==> src/rtl/ee_rd_pkg.sv <==
package ee_rd_pkg;

    typedef enum logic [2:0] {
        ST_IDLE,
        ST_SEL,
        ST_CMD,
        ST_ADDR,
        ST_DATA,
        ST_DESEL
    } ee_state_t;

    // start bit followed by the two-bit read opcode, sent left to right
    localparam logic [2:0] RD_OP   = 3'b110;
    localparam int         WORD_W  = 16;
    localparam int         RX_BITS = WORD_W + 1;
    localparam int         BCNT_W  = 5;

    function automatic int imax(input int a, input int b);
        return (a > b) ? a : b;
    endfunction

endpackage

==> src/rtl/ee_sync2.sv <==
module ee_sync2 (
    input  logic clk,
    input  logic rst,
    input  logic d_in,
    output logic d_out
);
    logic [1:0] stage;

    always_ff @(posedge clk) begin
        if (rst) stage <= 2'b00;
        else     stage <= {stage[0], d_in};
    end

    assign d_out = stage[1];
endmodule

==> src/rtl/ee_phase_timer.sv <==
module ee_phase_timer #(
    parameter int LEN_W   = 8,
    parameter int RDY_EN  = 1,
    parameter int RDY_TMO = 1000
) (
    input  logic             clk,
    input  logic             rst,
    input  logic             run,
    input  logic [LEN_W-1:0] len,
    input  logic             ready,
    output logic             phase_done
);
    localparam int TMO_W = $clog2(RDY_TMO + 1) + 1;

    logic [LEN_W-1:0] cnt;
    logic             at_end;
    logic             gate;

    assign at_end     = (cnt == LEN_W'(len - 1'b1));
    assign phase_done = run && at_end && gate;

    always_ff @(posedge clk) begin
        if (rst || !run || phase_done) cnt <= '0;
        else if (!at_end)              cnt <= cnt + 1'b1;
    end

    generate
        if (RDY_EN != 0) begin : g_wait
            logic [TMO_W-1:0] wcnt;
            assign gate = ready || (wcnt == TMO_W'(RDY_TMO));
            always_ff @(posedge clk) begin
                if (rst || !run || phase_done) wcnt <= '0;
                else if (at_end)               wcnt <= wcnt + 1'b1;
            end
        end else begin : g_nowait
            assign gate = 1'b1;
        end
    endgenerate
endmodule

==> src/rtl/ee_rx_shift.sv <==
module ee_rx_shift #(
    parameter int W = 16
) (
    input  logic         clk,
    input  logic         rst,
    input  logic         shift_en,
    input  logic         bit_in,
    output logic [W-1:0] word_out
);
    always_ff @(posedge clk) begin
        if (rst)           word_out <= '0;
        else if (shift_en) word_out <= {word_out[W-2:0], bit_in};
    end
endmodule

==> src/rtl/ee_burst_reader.sv <==
module ee_burst_reader
    import ee_rd_pkg::*;
#(
    parameter int ADDR_BITS = 6,
    parameter int CNT_W     = 8,
    parameter int HI_CYC    = 94,
    parameter int LO_CYC    = 32,
    parameter int SEL_CYC   = 125,
    parameter int RDY_EN    = 1,
    parameter int RDY_TMO   = 1000
) (
    input  logic                 clk,
    input  logic                 rst,
    input  logic                 start,
    input  logic [ADDR_BITS-1:0] start_addr,
    input  logic [CNT_W-1:0]     word_count,
    input  logic                 ready,
    input  logic                 ser_miso,
    output logic                 ser_cs,
    output logic                 ser_clk,
    output logic                 ser_mosi,
    output logic                 busy,
    output logic                 word_valid,
    output logic [WORD_W-1:0]    word_data,
    output logic [CNT_W-1:0]     word_idx,
    output logic                 done
);
    localparam int SEL_LO = imax(LO_CYC, SEL_CYC - HI_CYC);
    localparam int MAXLEN = imax(imax(HI_CYC, LO_CYC), SEL_LO);
    localparam int LEN_W  = $clog2(MAXLEN + 1);

    ee_state_t            state;
    logic                 cs_r, clk_r, mosi_r;
    logic [BCNT_W-1:0]    bcnt;
    logic [ADDR_BITS-1:0] addr_r, a_sh;
    logic [2:0]           op_sh;
    logic [CNT_W-1:0]     widx, last_idx, idx_r;
    logic                 valid_r, done_r;
    logic [LEN_W-1:0]     phase_len;
    logic                 pdone, miso_s, shift_en;

    always_comb begin
        if (clk_r)                phase_len = LEN_W'(HI_CYC);
        else if (state == ST_SEL) phase_len = LEN_W'(SEL_LO);
        else                      phase_len = LEN_W'(LO_CYC);
    end

    ee_phase_timer #(.LEN_W(LEN_W), .RDY_EN(RDY_EN), .RDY_TMO(RDY_TMO)) u_timer (
        .clk(clk), .rst(rst), .run(state != ST_IDLE), .len(phase_len),
        .ready(ready), .phase_done(pdone)
    );

    ee_sync2 u_sync (.clk(clk), .rst(rst), .d_in(ser_miso), .d_out(miso_s));

    assign shift_en = (state == ST_DATA) && clk_r && pdone;

    ee_rx_shift #(.W(WORD_W)) u_rx (
        .clk(clk), .rst(rst), .shift_en(shift_en), .bit_in(miso_s), .word_out(word_data)
    );

    always_ff @(posedge clk) begin
        valid_r <= 1'b0;
        done_r  <= 1'b0;
        if (rst) begin
            state    <= ST_IDLE;
            cs_r     <= 1'b0;
            clk_r    <= 1'b0;
            mosi_r   <= 1'b0;
            bcnt     <= '0;
            addr_r   <= '0;
            a_sh     <= '0;
            op_sh    <= '0;
            widx     <= '0;
            last_idx <= '0;
            idx_r    <= '0;
        end else if (state == ST_IDLE) begin
            if (start) begin
                if (word_count == '0) begin
                    done_r <= 1'b1;
                end else begin
                    state    <= ST_SEL;
                    cs_r     <= 1'b1;
                    addr_r   <= start_addr;
                    widx     <= '0;
                    last_idx <= word_count - 1'b1;
                end
            end
        end else if (pdone) begin
            if (state != ST_DESEL && !clk_r) begin
                clk_r <= 1'b1;
            end else begin
                unique case (state)
                    ST_SEL: begin
                        clk_r  <= 1'b0;
                        state  <= ST_CMD;
                        bcnt   <= '0;
                        mosi_r <= RD_OP[2];
                        op_sh  <= RD_OP << 1;
                        a_sh   <= addr_r;
                    end
                    ST_CMD: begin
                        clk_r <= 1'b0;
                        if (bcnt == BCNT_W'(2)) begin
                            state  <= ST_ADDR;
                            bcnt   <= '0;
                            mosi_r <= a_sh[ADDR_BITS-1];
                            a_sh   <= a_sh << 1;
                        end else begin
                            bcnt   <= bcnt + 1'b1;
                            mosi_r <= op_sh[2];
                            op_sh  <= op_sh << 1;
                        end
                    end
                    ST_ADDR: begin
                        clk_r <= 1'b0;
                        if (bcnt == BCNT_W'(ADDR_BITS - 1)) begin
                            state  <= ST_DATA;
                            bcnt   <= '0;
                            mosi_r <= 1'b0;
                        end else begin
                            bcnt   <= bcnt + 1'b1;
                            mosi_r <= a_sh[ADDR_BITS-1];
                            a_sh   <= a_sh << 1;
                        end
                    end
                    ST_DATA: begin
                        clk_r <= 1'b0;
                        if (bcnt == BCNT_W'(RX_BITS - 1)) begin
                            valid_r <= 1'b1;
                            idx_r   <= widx;
                            state   <= ST_DESEL;
                            cs_r    <= 1'b0;
                            bcnt    <= '0;
                        end else begin
                            bcnt <= bcnt + 1'b1;
                        end
                    end
                    ST_DESEL: begin
                        if (bcnt == BCNT_W'(0)) begin
                            clk_r <= 1'b1;
                            bcnt  <= BCNT_W'(1);
                        end else if (bcnt == BCNT_W'(1)) begin
                            clk_r <= 1'b0;
                            bcnt  <= BCNT_W'(2);
                        end else if (widx == last_idx) begin
                            state  <= ST_IDLE;
                            done_r <= 1'b1;
                        end else begin
                            state  <= ST_SEL;
                            cs_r   <= 1'b1;
                            bcnt   <= '0;
                            widx   <= widx + 1'b1;
                            addr_r <= addr_r + 1'b1;
                        end
                    end
                    default: state <= ST_IDLE;
                endcase
            end
        end
    end

    assign ser_cs     = cs_r;
    assign ser_clk    = clk_r;
    assign ser_mosi   = mosi_r;
    assign busy       = (state != ST_IDLE);
    assign word_valid = valid_r;
    assign word_idx   = idx_r;
    assign done       = done_r;
endmodule

==> config.mk <==
export PLATFORM = sky130hd
export DESIGN_NAME = ee_burst_reader
export DESIGN_NICKNAME = d
export VERILOG_FILES = /design/src/rtl/ee_rd_pkg.sv /design/src/rtl/ee_sync2.sv /design/src/rtl/ee_phase_timer.sv /design/src/rtl/ee_rx_shift.sv /design/src/rtl/ee_burst_reader.sv
export SDC_FILE = /design/constraint.sdc
export NUM_CORES = 1
export LEC_CHECK = 0
export ABC_CLOCK_PERIOD_IN_PS = 2300
export BUFFER_PORTS_ARGS = -buffer_cell sky130_fd_sc_hd__clkbuf_2
export CAP_MARGIN = 25
export CORE_MARGIN = 4
export CORE_UTILIZATION = 58
export DETAILED_ROUTE_END_ITERATION = 10
export GPL_TIMING_DRIVEN = 0
export HOLD_SLACK_MARGIN = 0.03
export PLACE_DENSITY = 0.79
export SYNTH_ARGS = -nofsm -noshare
export SYNTH_HDL_FRONTEND = slang
export SYNTH_SLANG_ARGS = --single-unit
==> constraint.sdc <==
create_clock -name clk -period 2.3 [get_ports clk]
set_input_delay 0.115 -clock clk [delete_from_list [all_inputs] [get_ports clk]]
set_output_delay 0.115 -clock clk [all_outputs]
set_load 0.01 [all_outputs]
=== After elaboration in Yosys (flattened, before gate mapping) ===
Cells that the tools add are included.

* Register bits after elaboration: 88
* Input bits: 19
* Output and inout port bits: 30
* Word-level logic and storage cells: 162

* $add $sub $neg: 7
* Equal/unequal tests: 30
* Mux-type cells: 70
* Bitwise gates (word level): 5
* Reduce and logical (&&, ||, !) cells: 33

{| class="wikitable"
|+ Operator list
! kind !! number
|-
| 8-bit 2-to-1 mux || 9
|-
| 6-bit 2-to-1 mux || 11
|-
| 3-bit 2-to-1 mux || 11
|-
| 5-bit 2-to-1 mux || 6
|-
| 1-bit 2-to-1 mux || 25
|-
| 5-bit case mux with 5 select lines || 1
|-
| 2-bit inequality test (second input constant) || 9
|-
| 3-bit inequality test (second input constant) || 6
|-
| 6-bit case mux with 3 select lines || 1
|-
| 9-bit AND reduction || 2
|-
| 3-bit case mux with 5 select lines || 1
|-
| 5-bit AND reduction || 3
|-
| 3-bit nonzero test || 4
|-
| 11-bit by 1-bit adder with 11-bit output (second input constant) || 1
|-
| 11-bit by 10-bit == test with 1-bit output (second input constant) || 1
|-
| 8-bit by 1-bit adder with 8-bit output (second input constant) || 1
|-
| 8-bit == test || 1
|-
| 8-bit zero test || 1
|-
| 4-bit inequality test (second input constant) || 2
|-
| 4-bit AND reduction || 2
|-
| 8-bit AND reduction || 1
|-
| 8-bit by 1-bit subtractor with 8-bit output (second input constant) || 1
|-
| 7-bit by 1-bit adder with 7-bit output (second input constant) || 1
|-
| 7-bit == test || 1
|-
| 27 further kinds || 43
|}

=== Logic depth before layout (Yosys ltp) ===
Gate-level depths: netlist of run 1.

* Depth in word-level cells: 8
* Depth in mapped cells: 9
* Mapped depth without buffers: 8

=== By module ===
A second synthesis of run 1 with hierarchy kept.

* Cell total of the unflattened synthesis: 550
* Area, all modules: 4657.0 µm²

{| class="wikitable"
|+ By module, submodules not included
! module !! instances !! cells each !! area each (µm²) !! seq. area each (µm²)
|-
| ee_burst_reader || 1 || 344 || 2797.7 || 1001.0
|-
| ee_phase_timer || 1 || 150 || 1226.2 || 360.3
|-
| ee_rx_shift || 1 || 52 || 580.6 || 320.3
|-
| ee_sync2 || 1 || 4 || 52.6 || 40.0
|}

=== Least setup slack after synthesis of run 1 ===
OpenSTA, ideal clock, no wires.

* Path type: register to register
* From: register u_timer.cnt[1]
* To: register u_rx.word_out[10]
* Setup time: 128 ps
* Arrival: 1959 ps
* Required time: 2172 ps
* Setup slack: 214 ps
* Cell stages (with the launch flop): 7
* Cells stage by stage: dfxtp_1 -> nor3b_2 -> o2111ai_4 -> nor3_2 -> buf_4 -> mux2i_1 -> nor2_1

* Word-level cells in the longest chain between the ends: 4

{| class="wikitable"
|+ Ends and longest elaborated chain
! what !! line !! text
|-
| start: declaration || ee_phase_timer.sv:15 || <nowiki>logic [LEN_W-1:0] cnt;</nowiki>
|-
| start signal: assignment || ee_phase_timer.sv:24 || <nowiki>else if (!at_end) cnt <= cnt + 1'b1;</nowiki>
|-
| 7-bit == test || ee_phase_timer.sv:19 || <nowiki>assign at_end = (cnt == LEN_W'(len - 1'b1));</nowiki>
|-
| 1-bit logical AND (2 in a row) || ee_phase_timer.sv:20 || <nowiki>assign phase_done = run && at_end && gate;</nowiki>
|-
| 1-bit logical AND || ee_burst_reader.sv:55 || <nowiki>assign shift_en = (state == ST_DATA) && clk_r && pdone;</nowiki>
|-
| end signal: assignment || ee_rx_shift.sv:12 || <nowiki>else if (shift_en) word_out <= {word_out[W-2:0], bit_in};</nowiki>
|-
| end: declaration || ee_rx_shift.sv:8 || <nowiki>output logic [W-1:0] word_out</nowiki>
|}

Every way passes these cells.
A chain may end at the register's enable or synchronous reset.

=== Worst setup path after layout of run 1 ===
* From: register bcnt[0]
* To: register bcnt[3]

* Word-level cells in the longest chain between the ends: 4
* Elaborated cells on any way between the ends: 14
* Those cells by class: add/sub: 1; eq/ne: 5; mux: 6; reduce/logical: 2

{| class="wikitable"
|+ Ends and longest elaborated chain
! what !! line !! text
|-
| start: declaration || ee_burst_reader.sv:34 || <nowiki>logic [BCNT_W-1:0] bcnt;</nowiki>
|-
| start signal: assignment || ee_burst_reader.sv:109 || <nowiki>bcnt <= bcnt + 1'b1;</nowiki>
|-
| start signal: assignment || ee_burst_reader.sv:121 || <nowiki>bcnt <= bcnt + 1'b1;</nowiki>
|-
| start signal: assignment || ee_burst_reader.sv:135 || <nowiki>bcnt <= bcnt + 1'b1;</nowiki>
|-
| branches (longest 4 deep; another with 5-bit by 1-bit adder with 5-bit output) || - ||
|}

Parallel ways; which one is timed is not known.

==> results of run 1 <==
## final cells by class
| type | instances | area [um2] | share of cell area |
|---|---|---|---|
| multi-input cells | 352 | 2440 | 0.481 |
| flip-flops and latches | 86 | 1730 | 0.340 |
| repair buffers | 70 | 423 | 0.0833 |
| clock buffers | 9 | 124 | 0.0244 |
| well taps | 96 | 120 | 0.0237 |
| plain buffers | 23 | 109 | 0.0214 |
| clock inverters | 7 | 91.3 | 0.0180 |
| inverters | 11 | 41.3 | 0.00814 |
## final timing paths
kind | start | to | slack, ns | cells after the start
worst max-delay path | bcnt[0] | bcnt[3] | 0.05 | 8
worst min-delay path | word_count[7] | last_idx[7] | 0.06 | 3
worst max register to register | bcnt[0] | bcnt[3] | 0.05 | 8
worst min register to register | u_sync.stage[0] | u_sync.stage[1] | 0.45 | 1
## cells in the mapped netlist (2+ instances only)
| cell | n | area [um2] |
|---|---|---|
| dfxtp_1 | 86 | 1720 |
| nor2_1 | 79 | 297 |
| mux2i_1 | 35 | 350 |
| xor2_1 | 26 | 228 |
| a21oi_1 | 25 | 125 |
| nand2_1 | 22 | 82.6 |
| nand3_1 | 20 | 100 |
| clkbuf_1 | 16 | 60.1 |
| a211oi_1 | 13 | 97.6 |
| o21ai_0 | 13 | 65.1 |
| ha_1 | 11 | 138 |
| nor3_1 | 11 | 55.1 |
| inv_1 | 10 | 37.5 |
| buf_2 | 7 | 35.0 |
| o211ai_1 | 7 | 52.6 |
| nor2b_1 | 6 | 37.5 |
| xnor2_1 | 6 | 52.6 |
| and3_1 | 5 | 31.3 |
| nand4_1 | 5 | 31.3 |
| nor3b_1 | 5 | 37.5 |
| a31oi_1 | 4 | 25.0 |
| and2_1 | 4 | 25.0 |
| nor4_1 | 4 | 25.0 |
| or3_1 | 4 | 25.0 |
| nand3b_1 | 3 | 22.5 |
| o21ai_1 | 3 | 15.0 |
| or4_1 | 3 | 22.5 |
| a21o_1 | 2 | 15.0 |
| a311oi_1 | 2 | 17.5 |
| and4_1 | 2 | 17.5 |
| buf_4 | 2 | 15.0 |
| nand2b_1 | 2 | 12.5 |
| nor3_2 | 2 | 20.0 |
| o21bai_1 | 2 | 15.0 |
| o311ai_1 | 2 | 17.5 |
## routing by layer
layer | up-vias | track usage
li1 | 1842 | -
met4 | 0 | 0.0867
met1 | 1745 | 0.284
met2 | 144 | 0.365
met3 | 21 | 0.0507
met5 | - | 0
## kinds of logic (layout without fill, tap and decap cells)
group / count (synthesis) / in the layout / synth area share
and+or+nand+nor: 187 / 187 / 0.225
DFF: 86 / 86 / 0.408
AOI/OAI and AO/OA: 87 / 87 / 0.149
muxes: 35 / 35 / 0.0830
adders and majority gates: 11 / 11 / 0.0326
xor gates and xnor gates: 32 / 32 / 0.0664
buffers and inverters: 37 / 120 / 0.0368
## repair_timing
item / 4_1_cts / 5_1_grt
endpoints found under the hold margin: 7 / 0
pin swaps: 4 / 8
buffers inserted: 6 / 9
hold buffers: 7 / 0
setup endpoints to repair: 39 / 61
resized for setup: 6 / 26
## power by group through the flow
stage | Sequential (mW) | Combinational [mW] | Clock [mW]
after floorplan | 1.57 | 0.153 | 0
after global placement | 1.57 | 0.214 | 0
after detailed placement | 1.58 | 0.219 | 0
after CTS | 1.54 | 0.236 | 1.15
after global routing | 1.55 | 0.278 | 1.22
final | 1.54 | 0.251 | 1.13
## critical path, cell delays in order, from the launching register on
cell,delay [ns]
dfxtp_2,0.39
inv_1,0.08
ha_1,0.23
nor3b_1,0.14
a311oi_1,0.38
a311oi_4,0.10
buf_4,0.18
or4_1,0.50
a21oi_1,0.15
## cell usage in the layout, fill, tap and decap left out, drive strengths merged, types with 4 or more instances in the layout
| master | n |
|---|---|
| ha | 11 |
| xnor2 | 6 |
| nor4 | 4 |
| a21oi | 26 |
| nor3b | 6 |
| or3 | 4 |
| a31oi | 4 |
| nand3 | 20 |
| a211oi | 14 |
| dfxtp | 86 |
| dlygate4sd3 | 7 |
| buf | 24 |
| o211ai | 8 |
| nor3 | 14 |
| inv | 13 |
| mux2i | 35 |
| o21ai | 16 |
| clkbuf | 71 |
| nor2 | 79 |
| nand4 | 5 |
| nor2b | 6 |
| and2 | 4 |
| xor2 | 26 |
| nand2 | 22 |
| and3 | 5 |
## state kept, by name (all words and copies together), names as in the netlist, 2 cells and up, named ones only
signal	flops
u_rx.word_out	16
u_timer.g_wait.wcnt	11
last_idx	8
widx	8
word_idx	8
u_timer.cnt	7
a_sh	6
addr_r	6
bcnt	5
state	2
u_sync.stage	2
## stage by stage
step | instances | TNS [ns]
floorplan | 475 | 0
global placement | 619 | -2.51
detailed placement | 619 | -3.96
CTS | 648 | -3.64
global route | 654 | -0.0807
finish | 654 | 0
==> key figures, run 1 <==
Run status
  • Status: finished clean

Worst setup path
  • Crit path kind: flop to flop
  • WP data required: 2.59 ns
  • Type of origin of the critical path: flop
  • Worst-path fanout max: 6
  • CP arrival: 2.54 ns
  • CP Capture Type: flop

STA
  • Worst Skew: 0.0107 ns
  • Final setup vio count: 0
  • RSZ-0062 raised after global routing: yes
  • Final worst slack: 0.0512 ns
  • Final critical-path required period: 2.25 ns
  • Slew Limit Headroom: 0.592
  • Max-slew violation count: 0
  • Fin. Hold Viols: 0
  • Hold slack: 0.0627 ns
  • Final period util: 0.978
  • Worst slew pin tran: 0.607 ns
  • Fmax: 445 MHz

Route
  • WL final: 9610 um
  • Drt via density: 5.74
  • # DRC: 0
  • Met1 wire length: 4270 um
  • Max layer used: met4
  • WL/cell: 14.7 um
  • First drt pass iteration count: 5
  • Met2 wire length: 4620 um
  • Initial DRC Count: 328
  • Post-route ant nets: 0
  • Via Count: 3752
  • Routed wl met3: 555 um

Layout
  • Final net count: 583
  • Design area: 0.00507 mm2
  • Area delta synth->final: 20.2%
  • Filler cells: 527
  • Number of diodes: 0
  • Core Util, Final: 0.731
  • Share of cells above drive strength 1: 0.217

Pwr
  • Combinational fraction of design power: 0.086
  • Switching Fraction: 0.266
  • Power density over the cells: 576 mW/mm2
  • Max VDD drop: 0.355 mV
  • Psw: 0.779 mW
  • Total power: 2.92 mW
  • Leak Pwr: 2.00 nW
  • Internal Power: 2.14 mW
  • Clock Power Share: 0.387
  • Seq pwr share: 0.527

Job
  • Max-cap violations: 0

Clock tree
  • CTS Sinks: 86
  • CTS tree: done
  • Clock transition at path regs: 0.09 ns
  • Root Buffer Master: clkbuf_8
  • H-tree levels: 3
  • CTS Buffer Depth: 2
  • Inserted Clock Buffers: 9
  • Worst-Skew Late Latency: 0.37 ns

Hold path
  • Hold WC Path Type: primary input to flop

Floorplanning
  • # IOs: 49
  • Starting Density: 0.608
  • Core box area: 0.00694 mm2
  • Die Area: 0.00870 mm2
  • Site Rows: 30
  • DIE WIDTH: 93.3 um
  • Die height: 93.3 um

Global route
  • Vias in the first global route: 3514
  • Grt ovf: 0
  • Antenna violations before repair: 0
  • GRT Resource Usage Total: 0.223
  • Largest net degree at the start of global routing: 18
  • First-pass GRT wire length: 15800 um

Synthesis
  • Most used DFF post-synth: dfxtp_1
  • Cell variety after synth: 61
  • FFs w/ async S/R, synth: 0
  • Post-synth EDFFs: 0
  • Net Count, Synth: 505
  • #FFs+latches synth: 86
  • Seq/Total Area, Yosys: 0.408
  • Yosys warnings: 0
  • Post-Syn Area: 0.00422 mm2
  • Synth Instances: 475
  • Mean Syn Cell Area: 8.88 um2

Placed design
  • Dpl ws: -0.163 ns
  • I/O Buffers: 48
  • Dpl hpwl: 6510 um
  • GP Congestion: 0.883
  • Post-place instance area: 0.00458 mm2
(Power assumes the default switching activity.)
==> inputs of run 2 (changes only) <==
--- a/config.mk
+++ b/config.mk
@@ -11,7 +11,6 @@
 export CORE_MARGIN = 4
 export CORE_UTILIZATION = 58
 export DETAILED_ROUTE_END_ITERATION = 10
-export GPL_TIMING_DRIVEN = 0
 export HOLD_SLACK_MARGIN = 0.03
 export PLACE_DENSITY = 0.79
 export SYNTH_ARGS = -nofsm -noshare
==> run 2 against run 1 <==
Compared with the run above: final cell count fell by 1.8%; combinational power decreased by 6%; global-route usage is 1.0 points lower; routed wire length shrank 6.2%; maximum frequency is 4.2% higher; sequential power hardly changed; critical path type unchanged; non-clock buffer count is 12 lower; clock power up 9%; utilization is 0.83 points lower; die area did not move.
==> key figures, run 2 (synthesis gave the netlist of run 1 again) <==
Run status
  • Status: finished clean

Layout
  • Largest reg by FF count: u_rx.word_out
  • Share of cells above drive strength 1: 0.201 (-0.0154)
  • Largest regs: u_rx.word_out (16), u_timer.g_wait.wcnt (11)
  • Final net count: 571 (-2.1%)
  • Area delta synth->final: 18.9%
  • Commonest non-fill, non-tap cell in the layout: dfxtp_1
  • Most frequent cells in the layout: dfxtp_1 (84), nor2_1 (79), clkbuf_2 (48)
  • Max FFs per register: 16 (unchanged)
  • Number of diodes: 0 (unchanged)

STA
  • Fin. Hold Viols: 0 (unchanged)
  • Final critical-path required period: 2.16 ns (-0.0901 ns)
  • Worst slew pin tran: 0.538 ns (-0.0696 ns)
  • TNS Setup: 0 ns (unchanged)
  • Max-slew violation count: 0 (unchanged)
  • Final worst slack: 0.141 ns (+0.0901 ns)
  • RSZ-0062 raised after global routing: no
  • Worst Skew: 0.00757 ns (-0.00314 ns)
  • Fmax: 463 MHz (+4.2%)
  • Slew Limit Headroom: 0.638 (+0.0468)
  • Final setup vio count: 0 (unchanged)
  • Final period util: 0.939 (-0.0392)

Worst setup path
  • Slowest-stage cell, CP: dfxtp_1
  • CP Capture Type: flop
  • Buf/Inv on CP: 0 (-2)
  • WP data required: 2.58 ns (about the same)
  • Worst-path fanout max: 6 (unchanged)
  • CP arrival: 2.44 ns (-0.10 ns)
  • Critical Path End: bcnt[3]
  • Reg2Reg Depth: 6 (-2)
  • CP cell instances: and3b_1, o2111ai_4, a211oi_4, o211ai_4, or4_1, a21oi_1
  • Reg2Reg Setup Slack: 0.14 ns (+0.09 ns)
  • Crit path largest cell delay: 0.48 ns (-0.02 ns)
  • Type of origin of the critical path: flop
  • Largest delay share family, worst path: compound AO/OA/AOI/OAI gates
  • Critical Path Stages: 6 (-2)
  • FF-to-FF End: bcnt[3]
  • Start point of the critical path: ser_clk
  • Critical R2R Launch: ser_clk
  • Crit path kind: flop to flop

Route
  • Drt via density: 5.70 (-0.63%)
  • Initial DRC Count: 181 (-45%)
  • Via Count: 3660 (-2.5%)
  • Post-route ant nets: 0 (unchanged)
  • # DRC: 0 (unchanged)
  • First drt pass iteration count: 5 (unchanged)
  • WL final: 9020 um (-6.2%)
  • WL/cell: 14.0 um (-4.5%)

Clock tree
  • Root Buffer Master: clkbuf_8
  • CTS Sinks: 86 (unchanged)
  • CTS Buffer Depth: 2 (unchanged)
  • Worst-Skew Late Latency: 0.35 ns (-0.02 ns)
  • Inserted Clock Buffers: 9 (unchanged)
  • H-tree levels: 3 (unchanged)
  • Clock transition at path regs: 0.09 ns (about the same)
  • CTS tree: done

Pwr
  • Combinational fraction of design power: 0.078 (-0.008)
  • Power density over the cells: 600 mW/mm2 (+4.2%)
  • Internal Power: 2.26 mW (+5.2%)
  • Leak Pwr: 2.01 nW (+0.33%)
  • Switching Fraction: 0.251 (-0.0156)
  • Seq pwr share: 0.512 (-0.015)
  • Max VDD drop: 0.421 mV (+19%)
  • Psw: 0.755 mW (-3.0%)
  • Clock Power Share: 0.409 (+0.022)

Global route
  • Antenna violations before repair: 0 (unchanged)
  • Largest net degree at the start of global routing: 32 (+14)
  • Vias in the first global route: 3428 (-2.4%)
  • GRT Resource Usage Total: 0.213 (-0.0101)
  • Grt ovf: 0 (unchanged)
  • First-pass GRT wire length: 15200 um (-3.9%)

Placed design
  • Dpl ws: 0.121 ns (+0.284 ns)
  • I/O Buffers: 48 (unchanged)
  • Dpl hpwl: 6500 um (-0.22%)
  • GP Congestion: 0.849 (-3.9%)

Floorplanning
  • Starting Density: 0.608 (unchanged)
  • Core box area: 0.00694 mm2 (unchanged)
  • Die Area: 0.00870 mm2 (unchanged)
  • # IOs: 49 (unchanged)
  • DIE WIDTH: 93.3 um (unchanged)
  • Site Rows: 30 (unchanged)
  • Die height: 93.3 um (unchanged)

Job
  • Max-cap violations: 0 (unchanged)

Hold path
  • Hold WC Path Type: primary input to flop
[run 2: changes by cell type in the layout (fill, tap and decap cells not counted), moves of 2 or more]
cell / previous run / this run
nor2_1: 77 / 79
buf_4: 17 / 27
buf_2: 7 / 0
clkbuf_1: 9 / 0
dfxtp_2: 5 / 2
dlygate4sd3_1: 7 / 5
clkbuf_2: 53 / 48
o21ai_0: 11 / 13
dfxtp_1: 81 / 84
o21ai_1: 5 / 3
nor3_4: 3 / 1
[run 2: worst min path at each step]
| stage | cells after the start | start | slack, ns | endpoint |
|---|---|---|---|---|
| after detailed placement | 2 | ser_miso | 0.33 | u_sync.stage[0] |
| after floorplan | 1 | word_count[0] | 0.21 | last_idx[0] |
| after global routing | 3 | start_addr[0] | 0.04 | addr_r[0] |
| after CTS | 3 | start_addr[0] | 0.03 | addr_r[0] |
| final | 3 | start_addr[0] | 0.04 | addr_r[0] |
| after global placement | 2 | ser_miso | 0.34 | u_sync.stage[0] |
[run 2: worst reg2reg max path: cells and delay by family, from the launching register on]
family / cells / cell delay [ns]
AOI/OAI and AO/OA: 4 / 0.85
DFF: 1 / 0.48
and+or+nand+nor: 2 / 0.77
[run 2: through the flow]
step                      instances  hold WS (ns)  area, um2  utilization  total power, mW
after floorplan                 475         0.211       4220            -             1.72
after global placement          619         0.337       4680        0.674             1.80
after detailed placement        619         0.333       4680        0.674             1.80
after CTS                       640        0.0321       4970        0.716             3.03
after global routing            642        0.0367       5020        0.723             3.13
final                           642        0.0423       5020        0.723             3.01
[run 2: timing repair]
action	CTS	global route
hold buffers	5	0
setup buffers	0	2
hold endpoints to repair	5	0
gates resized for setup	0	6
setup endpoints to repair	0	12
[run 2: area by class of cell]
type                    instances  area [um2]
repair buffers                 81         513
well taps                      96         120
clock buffers                   9         124
inverters                      11        41.3
flip-flops and latches         86        1720
clock inverters                 7         115
multi-input cells             352        2380
fillers                       532        1930
[run 2: power by group through the flow]
stage	combinational [mW]	clock, mW	sequential [mW]
2_1_floorplan	0.153	0	1.57
6_report	0.235	1.23	1.54
3_5_place_dp	0.224	0	1.58
3_3_place_gp	0.220	0	1.58
4_1_cts	0.232	1.25	1.54
5_1_grt	0.262	1.32	1.55
[run 2: per-layer routing]
layer	track usage	share of wire
met5	0	0
met4	0.0672	0.011
met3	0.0475	0.051
met2	0.356	0.49
met1	0.272	0.45
==> inputs of run 3 (changes only) <==
--- a/config.mk
+++ b/config.mk
@@ -9,10 +9,11 @@
 export BUFFER_PORTS_ARGS = -buffer_cell sky130_fd_sc_hd__clkbuf_2
 export CAP_MARGIN = 25
 export CORE_MARGIN = 4
-export CORE_UTILIZATION = 58
+export CORE_UTILIZATION = 59
 export DETAILED_ROUTE_END_ITERATION = 10
 export HOLD_SLACK_MARGIN = 0.03
-export PLACE_DENSITY = 0.79
+export PLACE_DENSITY = 0.8
 export SYNTH_ARGS = -nofsm -noshare
 export SYNTH_HDL_FRONTEND = slang
+export SYNTH_HIERARCHICAL = 1
 export SYNTH_SLANG_ARGS = --single-unit
==> run 3 against run 2 <==
Compared with the run above: the run now ends with setup timing left; worst hold slack better by 0.031 ns; setup slack worse by 1.0 ns; routed wire length up 70%; synthesized area up 10%; synthesized cell count up 16%; global-route usage up 6.5 points; combinational power rose to 6.6 times the previous value; non-clock buffer count up 57; die area up 7.7%; flip-flop and latch count unchanged; critical path type unchanged; critical endpoint is now widx[6]; highest routed layer unchanged.
==> key figures, run 3 <==
Worst setup path
  • FF-to-FF End: widx[6]
  • Start point of the critical path: ser_clk
  • CP Capture Type: flop
  • Type of origin of the critical path: flop
  • Reg2Reg Depth: 14 (+8)
  • CP arrival: 3.49 ns (+1.05 ns)
  • Reg2Reg Setup Slack: -0.89 ns (-1.03 ns)
  • Worst-path fanout max: 6 (unchanged)
  • WP data required: 2.59 ns (about the same)
  • Critical R2R Launch: ser_clk
  • Critical Path End: widx[6]
  • Crit path kind: flop to flop

Pwr
  • Switching Fraction: 0.378 (+0.127)
  • Leak Pwr: 2.49 nW (+24%)
  • Max VDD drop: 0.540 mV (+28%)
  • Combinational fraction of design power: 0.356 (+0.278)
  • Internal Power: 2.72 mW (+21%)
  • Psw: 1.65 mW (+120%)
  • Power density over the cells: 690 mW/mm2 (+15%)
  • Seq pwr share: 0.384 (-0.128)
  • Clock Power Share: 0.260 (-0.149)

Floorplanning
  • Die height: 96.8 um (+3.8%)
  • Core box area: 0.00769 mm2 (+11%)
  • DIE WIDTH: 96.8 um (+3.8%)
  • Starting Density: 0.606 (-0.00195)
  • Site Rows: 32 (+6.7%)
  • # IOs: 49 (unchanged)
  • Die Area: 0.00938 mm2 (+7.7%)

Layout
  • Number of diodes: 0 (unchanged)
  • Core Util, Final: 0.826 (+0.103)
  • Most frequent cells in the layout: dfxtp_1 (85), buf_4 (68), nor2_1 (65)
  • Largest regs: u_rx/word_out (16), u_timer/g_wait.wcnt (11)
  • Area delta synth->final: 36.3%
  • Final net count: 705 (+23%)
  • Filler cells: 437 (-18%)
  • Share of cells above drive strength 1: 0.361 (+0.159)
  • Design area: 0.00635 mm2 (+26%)
  • Commonest non-fill, non-tap cell in the layout: dfxtp_1
  • Largest reg by FF count: u_rx/word_out
  • Max FFs per register: 16 (unchanged)

Hold path
  • Hold WC Path Type: primary input to flop
  • Min-Delay Startpoint: start_addr[1]

Clock tree
  • Inserted Clock Buffers: 9 (unchanged)
  • CTS Buffer Depth: 2 (unchanged)
  • Root Buffer Master: clkbuf_8
  • CTS Sinks: 86 (unchanged)
  • Clock transition at path regs: 0.10 ns (about the same)
  • H-tree levels: 3 (unchanged)
  • CTS tree: done
  • Worst-Skew Late Latency: 0.37 ns (+0.02 ns)

Route
  • First drt pass iteration count: 5 (unchanged)
  • # DRC: 0 (unchanged)
  • WL/cell: 19.6 um (+40%)
  • WL final: 15300 um (+70%)
  • Post-route ant nets: 0 (unchanged)
  • Via Count: 5003 (+37%)
  • Initial DRC Count: 530 (+190%)
  • Drt via density: 6.41 (+12%)

STA
  • RSZ-0062 raised after global routing: yes
  • Final period util: 1.39 (+0.449)
  • Hold slack: 0.0728 ns (+0.0305 ns)
  • TNS Setup: -41.58 ns (-41.58 ns)
  • Slew Limit Headroom: 0.384 (-0.254)
  • Fin. Hold Viols: 0 (unchanged)
  • Final setup vio count: 76 (+76)
  • Final worst slack: -0.892 ns (-1.03 ns)
  • Worst slew pin tran: 0.924 ns (+0.387 ns)
  • Max-slew violation count: 0 (unchanged)
  • Fmax: 313 MHz (-32%)
  • Worst Skew: 0.0112 ns (+0.00363 ns)
  • Final critical-path required period: 3.19 ns (+1.03 ns)

Global route
  • Vias in the first global route: 4593 (+34%)
  • Grt ovf: 0 (unchanged)
  • First-pass GRT wire length: 21900 um (+44%)
  • Antenna violations before repair: 0 (unchanged)
  • GRT Resource Usage Total: 0.278 (+0.0650)
  • Largest net degree at the start of global routing: 41 (+28%)

Synthesis
  • Cell accounting for the most synthesized area: dfxtp_1
  • #FFs+latches synth: 86 (unchanged)
  • Seq/Total Area, Yosys: 0.370 (-0.0383)
  • Most used DFF post-synth: dfxtp_1
  • Top-count cell post-synth: dfxtp_1
  • Synth Instances: 550 (+16%)
  • Synth top cells by count: dfxtp_1 (86), nor2_1 (76), a21oi_1 (33)
  • Net Count, Synth: 581 (+15%)
  • Post-synth EDFFs: 0 (unchanged)
  • Top cell type's share of synthesized area: 0.370 (-0.0383)
  • Mean Syn Cell Area: 8.47 um2 (-4.7%)
  • Yosys warnings: 6 (+6)
  • Post-Syn Area: 0.00466 mm2 (+10%)
  • Cell variety after synth: 73 (+20%)
  • Synth area leaders: dfxtp_1 (37%), mux2i_1 (6.9%), nor2_1 (6.1%), xnor2_1 (3.6%), a21oi_1 (3.5%)
  • FFs w/ async S/R, synth: 0 (unchanged)

Placed design
  • GP Congestion: 0.926 (+9.2%)
  • I/O Buffers: 48 (unchanged)
  • Dpl ws: -0.952 ns (-1.07 ns)
  • Post-place instance area: 0.00551 mm2 (+18%)
  • Dpl hpwl: 8300 um (+28%)

Job
  • Max-cap violations: 0 (unchanged)

Run status
  • Status: finished, violations left
  • Violated checks: setup timing
## run 3: layer usage
metal | GRT usage | wire length (um) | part of all wire | vias up
met2 | 0.476 | 7450 | 0.49 | 345
li1 | - | - | - | 2226
met5 | 0 | 0 | 0 | -
met3 | 0.0483 | 1420 | 0.093 | 92
met1 | 0.346 | 5680 | 0.37 | 2340
met4 | 0.107 | 781 | 0.051 | 0
## run 3: cell type report
type                            count  area (um2)  area share
Clock buffer                        9         124      0.0195
Clock inverter                      7        80.1      0.0126
Inverter                           25        96.3      0.0152
Multi-Input combinational cell    414        3160       0.498
Sequential cell                    86        1730       0.272
Tap cell                          102         128      0.0201
Timing Repair Buffer              138        1030       0.162
## run 3: power by group through the flow
stage,clock (mW),combinational [mW],sequential [mW]
after floorplan,0,0.785,1.68
after global placement,0,1.09,1.70
after detailed placement,0,1.12,1.71
after CTS,1.12,1.32,1.67
after global routing,1.19,1.65,1.69
final,1.14,1.56,1.68
## run 3: worst min path at each step
stage	end	slack [ns]	cells after the start
finish	addr_r[1]	0.07	4
floorplan	u_sync/stage[0]	0.19	1
global placement	last_idx[0]	0.34	2
CTS	addr_r[1]	0.08	4
detailed placement	u_sync/stage[0]	0.34	2
global route	addr_r[1]	0.11	4
## run 3: stage by stage
step / power [mW] / instances
4_1_cts: 4.11 / 777
5_1_grt: 4.53 / 781
3_3_place_gp: 2.79 / 739
6_report: 4.38 / 781
2_1_floorplan: 2.46 / 550
3_5_place_dp: 2.83 / 739
## run 3: logic make-up (layout without fill, tap and decap cells)
group | count (synthesis) | count (layout) | share of synthesized area
multiplexers | 33 | 33 | 0.0712
flip-flops | 86 | 86 | 0.370
other | 1 | 1 | 0.000805
adder cells (fa/ha/maj) | 12 | 12 | 0.0322
XOR/XNOR | 26 | 26 | 0.0489
AND/OR/NAND/NOR | 209 | 211 | 0.232
AO/OA/AOI/OAI | 130 | 131 | 0.192
buffers and inverters | 53 | 179 | 0.0527
## run 3: what timing repair did
item | 4_1_cts | 5_1_grt
cloned | 4 | 2
setup endpoints to repair | 76 | 76
buffers inserted | 18 | 11
endpoints found under the hold margin | 2 | 0
pin swaps | 29 | 29
resized for setup | 52 | 52
hold buffers | 2 | 0
## run 3: critical path, stage by stage, from the launching register on
cell and delay [ns]:
dfxtp_4 0.38, inv_4 0.04, ha_4 0.16, or2b_1 0.23, a311o_1 0.36, a2111oi_4 0.44
nand2_4 0.10, nor2_4 0.14, inv_2 0.08, nor2_4 0.09, a22oi_2 0.10, o31a_4 0.35
buf_4 0.15, or3_1 0.31, a21oi_1 0.19
